--- src/rtl/rxen_pkg.sv ---
package rxen_pkg;

    localparam int P_W     = 5;
    localparam int T_W     = 8;
    localparam int PH_W    = 5;
    localparam int C_W     = 7;
    localparam int ARG_W   = 6;
    localparam int TB_W    = 4;
    localparam int PB_W    = 4;
    localparam int PRE_W   = 2;
    localparam int C_MAX   = 15;
    localparam int PH_MOD  = 4;
    localparam int PH_STEP = 2;

    typedef enum logic [2:0] {
        OP_LOAD_C    = 3'd0,
        OP_FINE      = 3'd1,
        OP_QFWD      = 3'd2,
        OP_QBACK     = 3'd3,
        OP_HALF_BACK = 3'd4,
        OP_FULL_BACK = 3'd5,
        OP_ADD_T     = 3'd6,
        OP_SET_PRE   = 3'd7
    } step_op_e;

    typedef struct packed {
        logic signed [P_W-1:0]  p;
        logic signed [T_W-1:0]  t;
        logic signed [PH_W-1:0] ph;
        logic signed [C_W-1:0]  c;
    } delay_code_t;

    typedef struct packed {
        delay_code_t      code;
        logic [PRE_W-1:0] pre;
        logic [TB_W-1:0]  tb;
        logic [PB_W-1:0]  pb;
        logic             busy;
        logic             done;
        logic             err;
    } norm_state_t;

endpackage

--- src/rtl/rxen_bound_sel.sv ---
module rxen_bound_sel #(
    parameter int TB_W    = 4,
    parameter int PB_W    = 4,
    parameter int TB_FAST = 9,
    parameter int TB_DDR3 = 12,
    parameter int TB_DDR2 = 15,
    parameter int PB_FAST = 8,
    parameter int PB_SLOW = 1
) (
    input  logic            fast_i,
    input  logic            ddr3_i,
    output logic [TB_W-1:0] tb_o,
    output logic [PB_W-1:0] pb_o
);
    always_comb begin
        if (fast_i) begin
            tb_o = TB_W'(TB_FAST);
            pb_o = PB_W'(PB_FAST);
        end else begin
            tb_o = ddr3_i ? TB_W'(TB_DDR3) : TB_W'(TB_DDR2);
            pb_o = PB_W'(PB_SLOW);
        end
    end
endmodule

--- src/rtl/rxen_step_unit.sv ---
module rxen_step_unit
    import rxen_pkg::*;
(
    input  logic [2:0]       op_i,
    input  logic [ARG_W-1:0] arg_i,
    input  logic [TB_W-1:0]  tb_i,
    input  logic [PB_W-1:0]  pb_i,
    input  delay_code_t      code_i,
    input  logic [PRE_W-1:0] pre_i,
    output delay_code_t      code_o,
    output logic [PRE_W-1:0] pre_o
);
    logic [T_W-1:0] qtr_t;
    logic [P_W-1:0] qtr_p;
    step_op_e       op;

    assign op    = step_op_e'(op_i);
    assign qtr_t = {{(T_W-TB_W){1'b0}}, tb_i >> 1};
    assign qtr_p = tb_i[0] ? {{(P_W-PB_W){1'b0}}, pb_i >> 1} : '0;

    always_comb begin
        code_o = code_i;
        pre_o  = pre_i;
        case (op)
            OP_LOAD_C: begin
                code_o   = '0;
                code_o.c = {{(C_W-ARG_W){arg_i[ARG_W-1]}}, arg_i};
            end
            OP_FINE:      code_o.p  = code_i.p + P_W'(1);
            OP_QFWD: begin
                code_o.t = code_i.t + qtr_t;
                code_o.p = code_i.p + qtr_p;
            end
            OP_QBACK: begin
                code_o.t = code_i.t - qtr_t;
                code_o.p = code_i.p - qtr_p;
            end
            OP_HALF_BACK: code_o.ph = code_i.ph - PH_W'(PH_STEP);
            OP_FULL_BACK: code_o.c  = code_i.c - C_W'(1);
            OP_ADD_T:     code_o.t  = code_i.t + {{(T_W-ARG_W){arg_i[ARG_W-1]}}, arg_i};
            OP_SET_PRE:   pre_o     = arg_i[PRE_W-1:0];
            default:      code_o    = code_i;
        endcase
    end
endmodule

--- src/rtl/rxen_carry_unit.sv ---
module rxen_carry_unit
    import rxen_pkg::*;
(
    input  delay_code_t     code_i,
    input  logic [TB_W-1:0] tb_i,
    input  logic [PB_W-1:0] pb_i,
    output delay_code_t     code_o,
    output logic            settled_o
);
    localparam logic signed [PH_W-1:0] PH_LIM = PH_W'(PH_MOD);

    logic signed [T_W-1:0] tb_s;
    logic signed [P_W-1:0] pb_s;

    assign tb_s = {{(T_W-TB_W){1'b0}}, tb_i};
    assign pb_s = {{(P_W-PB_W){1'b0}}, pb_i};

    always_comb begin
        code_o    = code_i;
        settled_o = 1'b0;
        if (code_i.p >= pb_s) begin
            code_o.p = code_i.p - pb_s;
            code_o.t = code_i.t + T_W'(1);
        end else if (code_i.p[P_W-1]) begin
            code_o.p = code_i.p + pb_s;
            code_o.t = code_i.t - T_W'(1);
        end else if (code_i.t >= tb_s) begin
            code_o.t  = code_i.t - tb_s;
            code_o.ph = code_i.ph + PH_W'(PH_STEP);
        end else if (code_i.t[T_W-1]) begin
            code_o.t  = code_i.t + tb_s;
            code_o.ph = code_i.ph - PH_W'(PH_STEP);
        end else if (code_i.ph >= PH_LIM) begin
            code_o.ph = code_i.ph - PH_LIM;
            code_o.c  = code_i.c + C_W'(1);
        end else if (code_i.ph[PH_W-1]) begin
            code_o.ph = code_i.ph + PH_LIM;
            code_o.c  = code_i.c - C_W'(1);
        end else begin
            settled_o = 1'b1;
        end
    end
endmodule

--- src/rtl/rxen_word_pack.sv ---
module rxen_word_pack (
    input  logic [3:0]  t_i,
    input  logic [2:0]  p_i,
    input  logic [1:0]  ph_i,
    input  logic [1:0]  pre_i,
    input  logic [3:0]  c_i,
    output logic [31:0] group_word_o,
    output logic [31:0] chan_word_o
);
    localparam int T_LSB   = 28;
    localparam int P_LSB   = 24;
    localparam int PH_LSB  = 22;
    localparam int PRE_LSB = 20;
    localparam int C_LSB   = 7;

    always_comb begin
        group_word_o = '0;
        group_word_o[T_LSB   +: 4] = t_i;
        group_word_o[P_LSB   +: 3] = p_i;
        group_word_o[PH_LSB  +: 2] = ph_i;
        group_word_o[PRE_LSB +: 2] = pre_i;
        chan_word_o  = '0;
        chan_word_o[C_LSB +: 4]    = c_i;
    end
endmodule

--- src/rtl/rxen_delay_norm.sv ---
module rxen_delay_norm
    import rxen_pkg::*;
(
    input  logic        clk,
    input  logic        rst_n,
    input  logic        fast_grade_i,
    input  logic        ddr3_i,
    input  logic        cmd_valid_i,
    input  logic [2:0]  cmd_op_i,
    input  logic [5:0]  cmd_arg_i,
    output logic        busy_o,
    output logic        done_o,
    output logic        err_o,
    output logic [31:0] group_word_o,
    output logic [31:0] chan_word_o
);
    localparam logic signed [C_W-1:0] C_HI = C_W'(C_MAX);

    norm_state_t      s_d, s_q;
    logic [TB_W-1:0]  tb_sel;
    logic [PB_W-1:0]  pb_sel;
    delay_code_t      stepped_code, carried_code;
    logic [PRE_W-1:0] stepped_pre;
    logic             settled;
    logic             c_bad;

    rxen_bound_sel #(.TB_W(TB_W), .PB_W(PB_W)) u_bounds (
        .fast_i (fast_grade_i),
        .ddr3_i (ddr3_i),
        .tb_o   (tb_sel),
        .pb_o   (pb_sel)
    );

    rxen_step_unit u_step (
        .op_i   (cmd_op_i),
        .arg_i  (cmd_arg_i),
        .tb_i   (tb_sel),
        .pb_i   (pb_sel),
        .code_i (s_q.code),
        .pre_i  (s_q.pre),
        .code_o (stepped_code),
        .pre_o  (stepped_pre)
    );

    rxen_carry_unit u_carry (
        .code_i    (s_q.code),
        .tb_i      (s_q.tb),
        .pb_i      (s_q.pb),
        .code_o    (carried_code),
        .settled_o (settled)
    );

    assign c_bad = s_q.code.c[C_W-1] || (s_q.code.c > C_HI);

    always_comb begin
        s_d      = s_q;
        s_d.done = 1'b0;
        if (!s_q.busy) begin
            if (cmd_valid_i) begin
                s_d.tb   = tb_sel;
                s_d.pb   = pb_sel;
                s_d.code = stepped_code;
                s_d.pre  = stepped_pre;
                s_d.busy = 1'b1;
            end
        end else if (settled) begin
            s_d.busy = 1'b0;
            s_d.done = 1'b1;
            if (c_bad) begin
                s_d.err = 1'b1;
            end
        end else begin
            s_d.code = carried_code;
        end
    end

    always_ff @(posedge clk or negedge rst_n) begin
        if (!rst_n) begin
            s_q <= '0;
        end else begin
            s_q <= s_d;
        end
    end

    rxen_word_pack u_pack (
        .t_i          (s_q.code.t[3:0]),
        .p_i          (s_q.code.p[2:0]),
        .ph_i         (s_q.code.ph[1:0]),
        .pre_i        (s_q.pre),
        .c_i          (s_q.code.c[3:0]),
        .group_word_o (group_word_o),
        .chan_word_o  (chan_word_o)
    );

    assign busy_o = s_q.busy;
    assign done_o = s_q.done;
    assign err_o  = s_q.err;
endmodule

--- config.mk ---
export PLATFORM = sky130hd
export DESIGN_NAME = rxen_delay_norm
export DESIGN_NICKNAME = d
export VERILOG_FILES = /design/src/rtl/rxen_pkg.sv /design/src/rtl/rxen_bound_sel.sv /design/src/rtl/rxen_step_unit.sv /design/src/rtl/rxen_carry_unit.sv /design/src/rtl/rxen_word_pack.sv /design/src/rtl/rxen_delay_norm.sv
export SDC_FILE = /design/constraint.sdc
export NUM_CORES = 1
export LEC_CHECK = 0
export BUFFER_PORTS_ARGS = -buffer_cell sky130_fd_sc_hd__buf_4
export CELL_PAD_IN_SITES_DETAIL_PLACEMENT = 1
export CELL_PAD_IN_SITES_GLOBAL_PLACEMENT = 2
export CORE_ASPECT_RATIO = 1.5
export CORE_MARGIN = 10
export CORE_UTILIZATION = 33
export DETAILED_ROUTE_END_ITERATION = 10
export GPL_ROUTABILITY_DRIVEN = 0
export HOLD_SLACK_MARGIN = 0.08
export PLACE_DENSITY = 0.77
export SLEW_MARGIN = 40
export SYNTH_ARGS = -nofsm -noshare
export SYNTH_HDL_FRONTEND = slang
export SYNTH_HIERARCHICAL = 1
export SYNTH_SLANG_ARGS = --single-unit
--- constraint.sdc ---
create_clock -name clk -period 3.1 [get_ports clk]
set_clock_uncertainty 0.15 [all_clocks]
set_input_delay 0.62 -clock clk [delete_from_list [all_inputs] [get_ports clk]]
set_output_delay 0.62 -clock clk [all_outputs]
set_load 0.01 [all_outputs]
* Word level (Yosys, flattened, before mapping)
Cells that the tools add are included.
** Cells by class
- Add/sub/neg operators :: 18
- Magnitude comparators :: 4
- Equal/unequal tests :: 16
- Muxes and demuxes :: 34
- Bitwise logic cells :: 1
- Reduce and logical (&&, ||, !) cells :: 17
** Operators with widths (number)
- 2-to-1 mux 25 bit :: 2
- 2-to-1 mux 12 bit :: 4
- 2-to-1 mux 36 bit :: 1
- one-hot mux 8 bit (4 select lines) :: 1
- 2-to-1 mux 13 bit :: 2
- one-hot mux 5 bit (4 select lines) :: 1
- 2-to-1 mux 8 bit :: 2
- 2-to-1 mux 7 bit :: 2
- one-hot mux 7 bit (2 select lines) :: 1
- == test 3 bit (second input constant) :: 4
- AND reduction 3 bit :: 4
- adder 5 bit :: 2
- 2-to-1 mux 5 bit :: 2
- != test 2 bit (second input constant) :: 5
- != test 5 x 1 -> 1 bit (second input constant) :: 2
- one-hot mux 5 bit (2 select lines) :: 1
- nonzero test 5 bit :: 2
- subtractor 5 bit :: 2
- adder 8 x 2 -> 8 bit (second input constant) :: 1
- adder 8 x 3 -> 8 bit :: 1
- adder 8 x 5 -> 8 bit :: 1
- adder 8 bit :: 1
- greater-or-equal comparator 8 x 5 -> 1 bit :: 1
- 2-to-1 mux 1 bit :: 8
- 29 further kinds :: 37
** Storage, ports and cells
- Register bits after elaboration :: 38
- Input port bits :: 14
- Output and inout bits :: 67

* Logic depth before layout (Yosys ltp)
Gate-level depths: netlist (run 1).
- Word-level depth :: 9
- Gate-level depth with buffers :: 15
- Mapped depth without buffers :: 14

* By module
Netlist (run 1), hierarchy kept.
** Modules (own cells, without submodules)
- rxen_delay_norm :: instances 1, cells an instance 139, area an instance 1979.4 sq um, seq. area each 950.9 sq um
- rxen_carry_unit :: instances 1, cells an instance 258, area an instance 1890.6 sq um, seq. area each 0.0 sq um
- rxen_step_unit :: instances 1, cells an instance 199, area an instance 1401.3 sq um, seq. area each 0.0 sq um
- rxen_word_pack :: instances 1, cells an instance 65, area an instance 484.2 sq um, seq. area each 0.0 sq um
- rxen_bound_sel :: instances 1, cells an instance 10, area an instance 58.8 sq um, seq. area each 0.0 sq um

* Worst setup path after synthesis (run 1)
No wires, ideal clock.
- Path type :: input port to flip-flop
- From :: in fast_grade_i
- To :: reg s_q[31] (netlist bit)
- Setup time :: 79 ps
- Arrival time :: 2907 ps
- Slack :: -36 ps
- Stages on the path :: 14
- Cells stage by stage :: nor2_1 > inv_1 > ha_1 > ha_1 > a22oi_1 > o31ai_1 > ha_1 > nor2b_1 > o21ai_1 > a21boi_1 > or4_1 > nand3_1 > mux2i_1 > mux2i_1
** RTL lines
- start: declaration :: line rxen_delay_norm.sv:6 : input logic fast_grade_i,
- end signal: assignment :: line rxen_delay_norm.sv:79 : s_q <= '0;
- end signal: assignment :: line rxen_delay_norm.sv:81 : s_q <= s_d;
- end: declaration :: line rxen_delay_norm.sv:19 : norm_state_t s_d, s_q;

==> flow_metrics.env, run 1 <==
export IMPL_root_buffer="clkbuf_16"
export IMPL_wl_mm=18.3
export IMPL_gr_total_overflow=0
export IMPL_place_ws_ns=-0.335
export IMPL_path_clk_slew_ns=0.07
export IMPL_fp_dieArea_sq_mm=0.0234
export IMPL_final_nets=779
export IMPL_r2r_end="s_q[29]"
export IMPL_max_freq_mhz=337
export IMPL_hpwl_mm=14.6
export IMPL_grt_antenna_before_repair=0
export IMPL_synthArstFlopShare=1.00
export IMPL_setup_viol=0
export IMPL_min_period_ns=2.97
export IMPL_cts_made_buffers=5
export IMPL_power_density_mw_per_mm2=1090
export IMPL_wl_per_cell_um=19.7
export IMPL_die_x_um=128
export IMPL_drt_iter0_markers=165
export IMPL_final_common_cell="buf_4"
export IMPL_final_area_sq_mm=0.00641
export IMPL_worstPathRequired_ns=3.16
export IMPL_synth_top_area_frac=0.164
export IMPL_ys_flop_type="dfrtp_1"
export IMPL_synth_edf_count=0
export IMPL_endpoint_kind="flip-flop"
export IMPL_ir_drop_v=0.000367
export IMPL_endpoint="s_q[31]"
export IMPL_final_cell_mix="buf_4, mux2i_1, conb_1"
export IMPL_first_global_vias=5479
export IMPL_fin_ws_ns=0.134
export IMPL_critical_path_class="primary input to flip-flop"
export IMPL_r2r_start="s_q[4]"
export IMPL_crit_top_cell="ha_1"
export IMPL_hold_path_class="primary input to asynchronous set/reset pin"
export IMPL_start_util=0.335
export IMPL_io_buffer_count=31
export IMPL_gr_usage_all_layers=0.152
export IMPL_rsz0062_at_grt="yes"
export IMPL_cp_cell_sequence="buf_4, nor2_4, inv_2, ha_1, ha_1, a22oi_2, o31ai_2, ha_1, nor2b_4, o21ai_2, a21boi_2, or4_1, nand3_1, mux2i_1, mux2i_1"
export IMPL_htreeDepth=2
export IMPL_area_delta_synth_final_pct=10.2
export IMPL_synth_ff_latch_count=38
export IMPL_ios=81
export IMPL_post_route_drc_count=0
export IMPL_fin_crit_sh=0.957
export IMPL_maxCapViolCount=0
export IMPL_start_kind="primary input"
export IMPL_die_h_um=183
export IMPL_core_area_sq_mm=0.0173
export IMPL_drv_slew=0
export IMPL_path_buf_inv=2
export IMPL_cts_buffer_depth=2
export IMPL_cp_arrival_ns=3.03
export IMPL_drive_gt1_frac=0.207
export IMPL_synth_area_leader_cell="dfrtp_1"
export IMPL_leakagePower_nw=3.12
export IMPL_r2r_slack_ns=0.18
export IMPL_max_slew_margin=0.479
export IMPL_vias=4924
export IMPL_vias_per_cell=5.31
export IMPL_tightest_slew_ns=0.781
export IMPL_syn_area_sq_mm=0.00581
export IMPL_synthDistinctLibCells=80
export IMPL_cp_slowest_cell="or4_1"
export IMPL_cts_tree="built"
export IMPL_grt_pass1_wl_mm=29.2
export IMPL_synth_area_per_cell_sq_um=8.67
export IMPL_max_stage_delay_ns=0.41
export IMPL_crit_path_start="ddr3_i"
export IMPL_grt_max_degree=39
export IMPL_ys_seq_area_frac=0.164
export IMPL_clock_latency_ns=0.29
export IMPL_yosys_warnings=6
export IMPL_synthTopCellsByArea="dfrtp_1, mux2i_1, buf_4, ha_1, inv_1"
export IMPL_hold_buffers=0
export IMPL_antenna_cells=0
export IMPL_cp_top_family="adder cells"
export IMPL_clock_sinks=38
export IMPL_r2r_cells=9
export IMPL_rows=59
export IMPL_dr_pass1_iters=5
export IMPL_ant_nets=0
export IMPL_syn_inst=671
export IMPL_status="finished clean"
export IMPL_place_area_sq_mm=0.00614
export IMPL_hold_viol_final=0
export IMPL_cp_max_fo=2
export IMPL_cp_depth=15
==> Yosys cell counts, types with 3 or more instances <==
cell type,count
ha_1,45
fa_1,6
o221ai_1,3
a22o_1,4
o21bai_1,3
a22oi_1,4
mux2i_1,84
and2_1,3
or3_1,5
a221o_1,5
o21ai_0,33
inv_1,44
nand3_1,15
conb_1,3
nor3_1,13
dfrtp_1,38
a221oi_1,4
mux2_4,10
o22ai_1,3
o32ai_1,3
o31ai_1,3
buf_4,78
a21oi_1,26
a21o_1,8
xor2_1,12
o31a_1,4
nand2_1,41
o21a_1,3
buf_6,12
nor2_1,42
nor3b_1,3
mux2_2,5
nor2b_1,10
clkbuf_1,6
buf_2,4
xnor2_1,12
nand2b_1,12
nor4_1,4
a211oi_1,7
==> kinds of logic after synthesis <==
group | count (synthesis) | synth area share
adder cells (fa/ha/maj) | 51 | 0.117
multiplexers | 99 | 0.180
other | 3 | 0.00194
AO/OA/AOI/OAI | 137 | 0.170
XOR/XNOR | 25 | 0.0400
flip-flops | 38 | 0.164
buffers and inverters | 144 | 0.160
AND/OR/NAND/NOR | 174 | 0.167
==> area by class of cell <==
class                      count  area, sq um
sequential                    38          951
tap                          213          267
inverter                      44          165
fill                        2080        10900
timing repair buffer          87          653
clock buffer                   6          139
clock inverter                 2         60.1
multi-input combinational    538         4170
==> state kept, by name, summed over array words and instances (netlist names) <==
register	count
done_o	1
busy_o	1
err_o	1
s_q	35
==> where the power goes <==
| group | switching (mW) | internal (mW) |
|---|---|---|
| Combinational | 2.88 | 2.32 |
| Sequential | 0.376 | 0.725 |
| Clock | 0.228 | 0.484 |
==> layer usage <==
| layer | part of all wire | global-route usage | up-vias |
|---|---|---|---|
| met2 | 0.57 | 0.301 | 102 |
| met4 | 0.024 | 0.0483 | 0 |
| li1 | - | - | 2340 |
| met5 | 0 | 0 | - |
| met3 | 0.027 | 0.0151 | 27 |
| met1 | 0.38 | 0.158 | 2455 |
==> worst min path at each step <==
| stage | from | endpoint |
|---|---|---|
| 3_5_place_dp | err_o | err_o |
| 4_1_cts | rst_n | s_q[19] |
| 6_report | rst_n | s_q[19] |
| 3_3_place_gp | err_o | err_o |
| 5_1_grt | rst_n | s_q[19] |
| 2_1_floorplan | rst_n | busy_o |
==> through the flow <==
stage / power, mW / cells / TNS, ns / utilization / hold slack, ns
2_1_floorplan: 4.72 / 720 / 0 / - / 0.174
3_3_place_gp: 6.00 / 917 / -0.544 / 0.354 / 0.300
3_5_place_dp: 6.22 / 917 / -1.05 / 0.354 / 0.325
4_1_cts: 6.98 / 926 / 0 / 0.367 / 0.193
5_1_grt: 7.63 / 928 / -0.0660 / 0.369 / 0.212
6_report: 7.01 / 928 / 0 / 0.369 / 0.168
==> worst register-to-register path: stages, from the launching register on <==
cell and delay [ns]:
dfrtp_1 0.38, inv_1 0.13, ha_1 0.29, nor2b_4 0.15, o31a_4 0.32, or2_1 0.28, nor4_2 0.31, buf_4 0.31
mux2i_1 0.35, mux2i_1 0.12
==> timing repair <==
action                                 in CTS  in global routing
setup buffers                               1                  2
pin swaps                                   1                  8
endpoints found under the hold margin       0                  0
gates resized for setup                     3                 10
setup endpoints to repair                   1                  4
cloned                                      0                  0
No activity file was read; power rests on OpenSTA's default activity.
==> run 2: changes to the inputs <==
--- a/config.mk
+++ b/config.mk
@@ -10,11 +10,12 @@
 export CELL_PAD_IN_SITES_GLOBAL_PLACEMENT = 2
 export CORE_ASPECT_RATIO = 1.5
 export CORE_MARGIN = 10
-export CORE_UTILIZATION = 33
+export CORE_UTILIZATION = 39
 export DETAILED_ROUTE_END_ITERATION = 10
 export GPL_ROUTABILITY_DRIVEN = 0
+export GPL_TIMING_DRIVEN = 0
 export HOLD_SLACK_MARGIN = 0.08
-export PLACE_DENSITY = 0.77
+export PLACE_DENSITY = 0.86
 export SLEW_MARGIN = 40
 export SYNTH_ARGS = -nofsm -noshare
 export SYNTH_HDL_FRONTEND = slang
==> constraint.sdc (replaced) <==
create_clock -name clk -period 3.7 [get_ports clk]
set_clock_uncertainty 0.15 [all_clocks]
set_input_delay 0.74 -clock clk [delete_from_list [all_inputs] [get_ports clk]]
set_output_delay 0.74 -clock clk [all_outputs]
set_load 0.01 [all_outputs]
==> run 2 against run 1 <==
First-iteration DRC count rose by 14%. Combinational power fell by 23%. Flip-flop and latch count did not move. Worst setup slack improved by 0.077 ns. Total power fell by 21%. Utilization rose by 8.3 points. Cell count rose by 2.6%. Die area fell by 13%. Final area rose by 3.1%. Wire length fell by 4.4%. Count of clock-buffer cells in the layout rose by 1. Non-clock buffer count rose by 41. Critical path type unchanged. Largest cell class unchanged. Largest power group unchanged. Highest routed layer unchanged.
==> flow_metrics.env, run 2 (same netlist as run 1, synthesis figures left out) <==
export IMPL_status="finished clean"
export IMPL_clock_latency_ns=0.29
export IMPL_io_buffer_count=28
export IMPL_tightest_slew_ns=0.724
export IMPL_setup_tns_ns=0
export IMPL_fillers=1821
export IMPL_crit_top_cell="ha_1"
export IMPL_final_nets=820
export IMPL_hpwl_mm=14.1
export IMPL_cts_buffer_depth=2
export IMPL_max_freq_mhz=287
export IMPL_r2r_start="s_q[34]"
export IMPL_first_global_vias=5535
export IMPL_internal_power_mw=2.72
export IMPL_drv_slew=0
export IMPL_rows=54
export IMPL_die_h_um=170
export IMPL_ios=81
export IMPL_place_ws_ns=-0.146
export IMPL_p_seq_frac=0.193
export IMPL_hold_buffers=0
export IMPL_wl_mm=17.5
export IMPL_power_density_mw_per_mm2=838
export IMPL_worstPathRequired_ns=3.76
export IMPL_rsz0062_at_grt="no"
export IMPL_antenna_cells=0
export IMPL_final_area_sq_mm=0.00660
export IMPL_dr_pass1_iters=5
export IMPL_final_common_cell="buf_4"
export IMPL_final_cell_mix="buf_4, mux2i_1, conb_1"
export IMPL_grt_antenna_before_repair=0
export IMPL_grt_pass1_wl_mm=28.4
export IMPL_hold_path_class="primary input to asynchronous set/reset pin"
export IMPL_cp_max_fo=4
export IMPL_vias=5044
export IMPL_htreeDepth=2
export IMPL_r2r_end="s_q[28]"
export IMPL_r2r_slack_ns=0.27
export IMPL_max_stage_delay_ns=0.48
export IMPL_cts_resized=0
export IMPL_grt_max_degree=39
export IMPL_drive_gt1_frac=0.229
export IMPL_gr_usage_all_layers=0.169
export IMPL_endpoint_kind="flip-flop"
export IMPL_place_area_sq_mm=0.00645
export IMPL_clkPwrFrac=0.080
export IMPL_path_clk_slew_ns=0.06
export IMPL_fp_dieArea_sq_mm=0.0203
export IMPL_root_buffer="clkbuf_16"
export IMPL_p_switching_mw=2.81
export IMPL_area_delta_synth_final_pct=13.6
export IMPL_wl_per_cell_um=18.4
export IMPL_min_period_ns=3.49
export IMPL_vias_per_cell=5.30
export IMPL_cts_tree="built"
export IMPL_clock_sinks=38
export IMPL_start_util=0.398
export IMPL_r2r_cells=11
export IMPL_hold_viol_final=0
export IMPL_drt_iter0_markers=188
export IMPL_cp_cell_sequence="buf_4, nor2_2, inv_1, ha_1, ha_1, a22oi_1, o31ai_1, ha_1, nor2b_1, o21ai_1, a21boi_1, or4_1, nand3_1, mux2i_1, mux2i_1"
export IMPL_hold_slack_ns=0.281
export IMPL_power_mw=5.54
export IMPL_sw_frac_of_total=0.508
export IMPL_ant_nets=0
export IMPL_maxCapViolCount=0
export IMPL_cp_arrival_ns=3.55
export IMPL_cts_made_buffers=5
export IMPL_core_area_sq_mm=0.0146
export IMPL_path_buf_inv=2
export IMPL_start_kind="primary input"
export IMPL_setup_viol=0
export IMPL_top_register="s_q"
export IMPL_critical_path_class="primary input to flip-flop"
export IMPL_cp_slowest_cell="or4_1"
export IMPL_die_x_um=120
export IMPL_p_comb_frac=0.727
export IMPL_fin_ws_ns=0.211
export IMPL_leakagePower_nw=3.31
export IMPL_cp_top_family="simple AND/OR/NAND/NOR gates"
export IMPL_gr_total_overflow=0
export IMPL_ir_drop_v=0.000383
export IMPL_post_route_drc_count=0
export IMPL_fin_crit_sh=0.943
export IMPL_post_cts_buffers=0
export IMPL_max_slew_margin=0.511
export IMPL_largest_reg_flops=35
==> run 2: per-layer routing <==
metal	up-vias	routed length, um	global-route usage
met3	24	687	0.0310
met4	0	408	0.0537
met1	2488	6680	0.170
met2	104	9690	0.337
li1	2428	-	-
met5	-	0	0
==> run 2: worst max path at each step <==
stage                     cells past startpoint          from      end
after CTS                                    15  fast_grade_i  s_q[31]
after global placement                       15  fast_grade_i  s_q[31]
after floorplan                              14  fast_grade_i  s_q[31]
after detailed placement                     15  fast_grade_i  s_q[31]
final                                        15  fast_grade_i  s_q[31]
after global routing                         15  fast_grade_i  s_q[31]
==> run 2: power groups by stage <==
stage	registers [mW]	logic, mW	clock network [mW]
floorplan	0.894	3.06	0
global placement	1.06	3.83	0
detailed placement	1.07	4.00	0
CTS	1.07	4.03	0.457
global route	1.12	4.46	0.473
finish	1.07	4.02	0.444
==> run 2: final cells by class <==
type                    count  area, sq um  share of cell area
inverters                  44          165              0.0250
plain buffers             100          763               0.116
well taps                 196          245              0.0371
clock buffers               7          143              0.0216
multi-input cells         538         4120               0.624
repair buffers             28          210              0.0318
clock inverters             1         5.00            0.000758
flip-flops and latches     38          951               0.144
==> run 2: through the flow <==
stage	instances	util
after global placement	944	0.442
final	952	0.453
after global routing	952	0.453
after CTS	952	0.452
after floorplan	720	-
after detailed placement	944	0.442
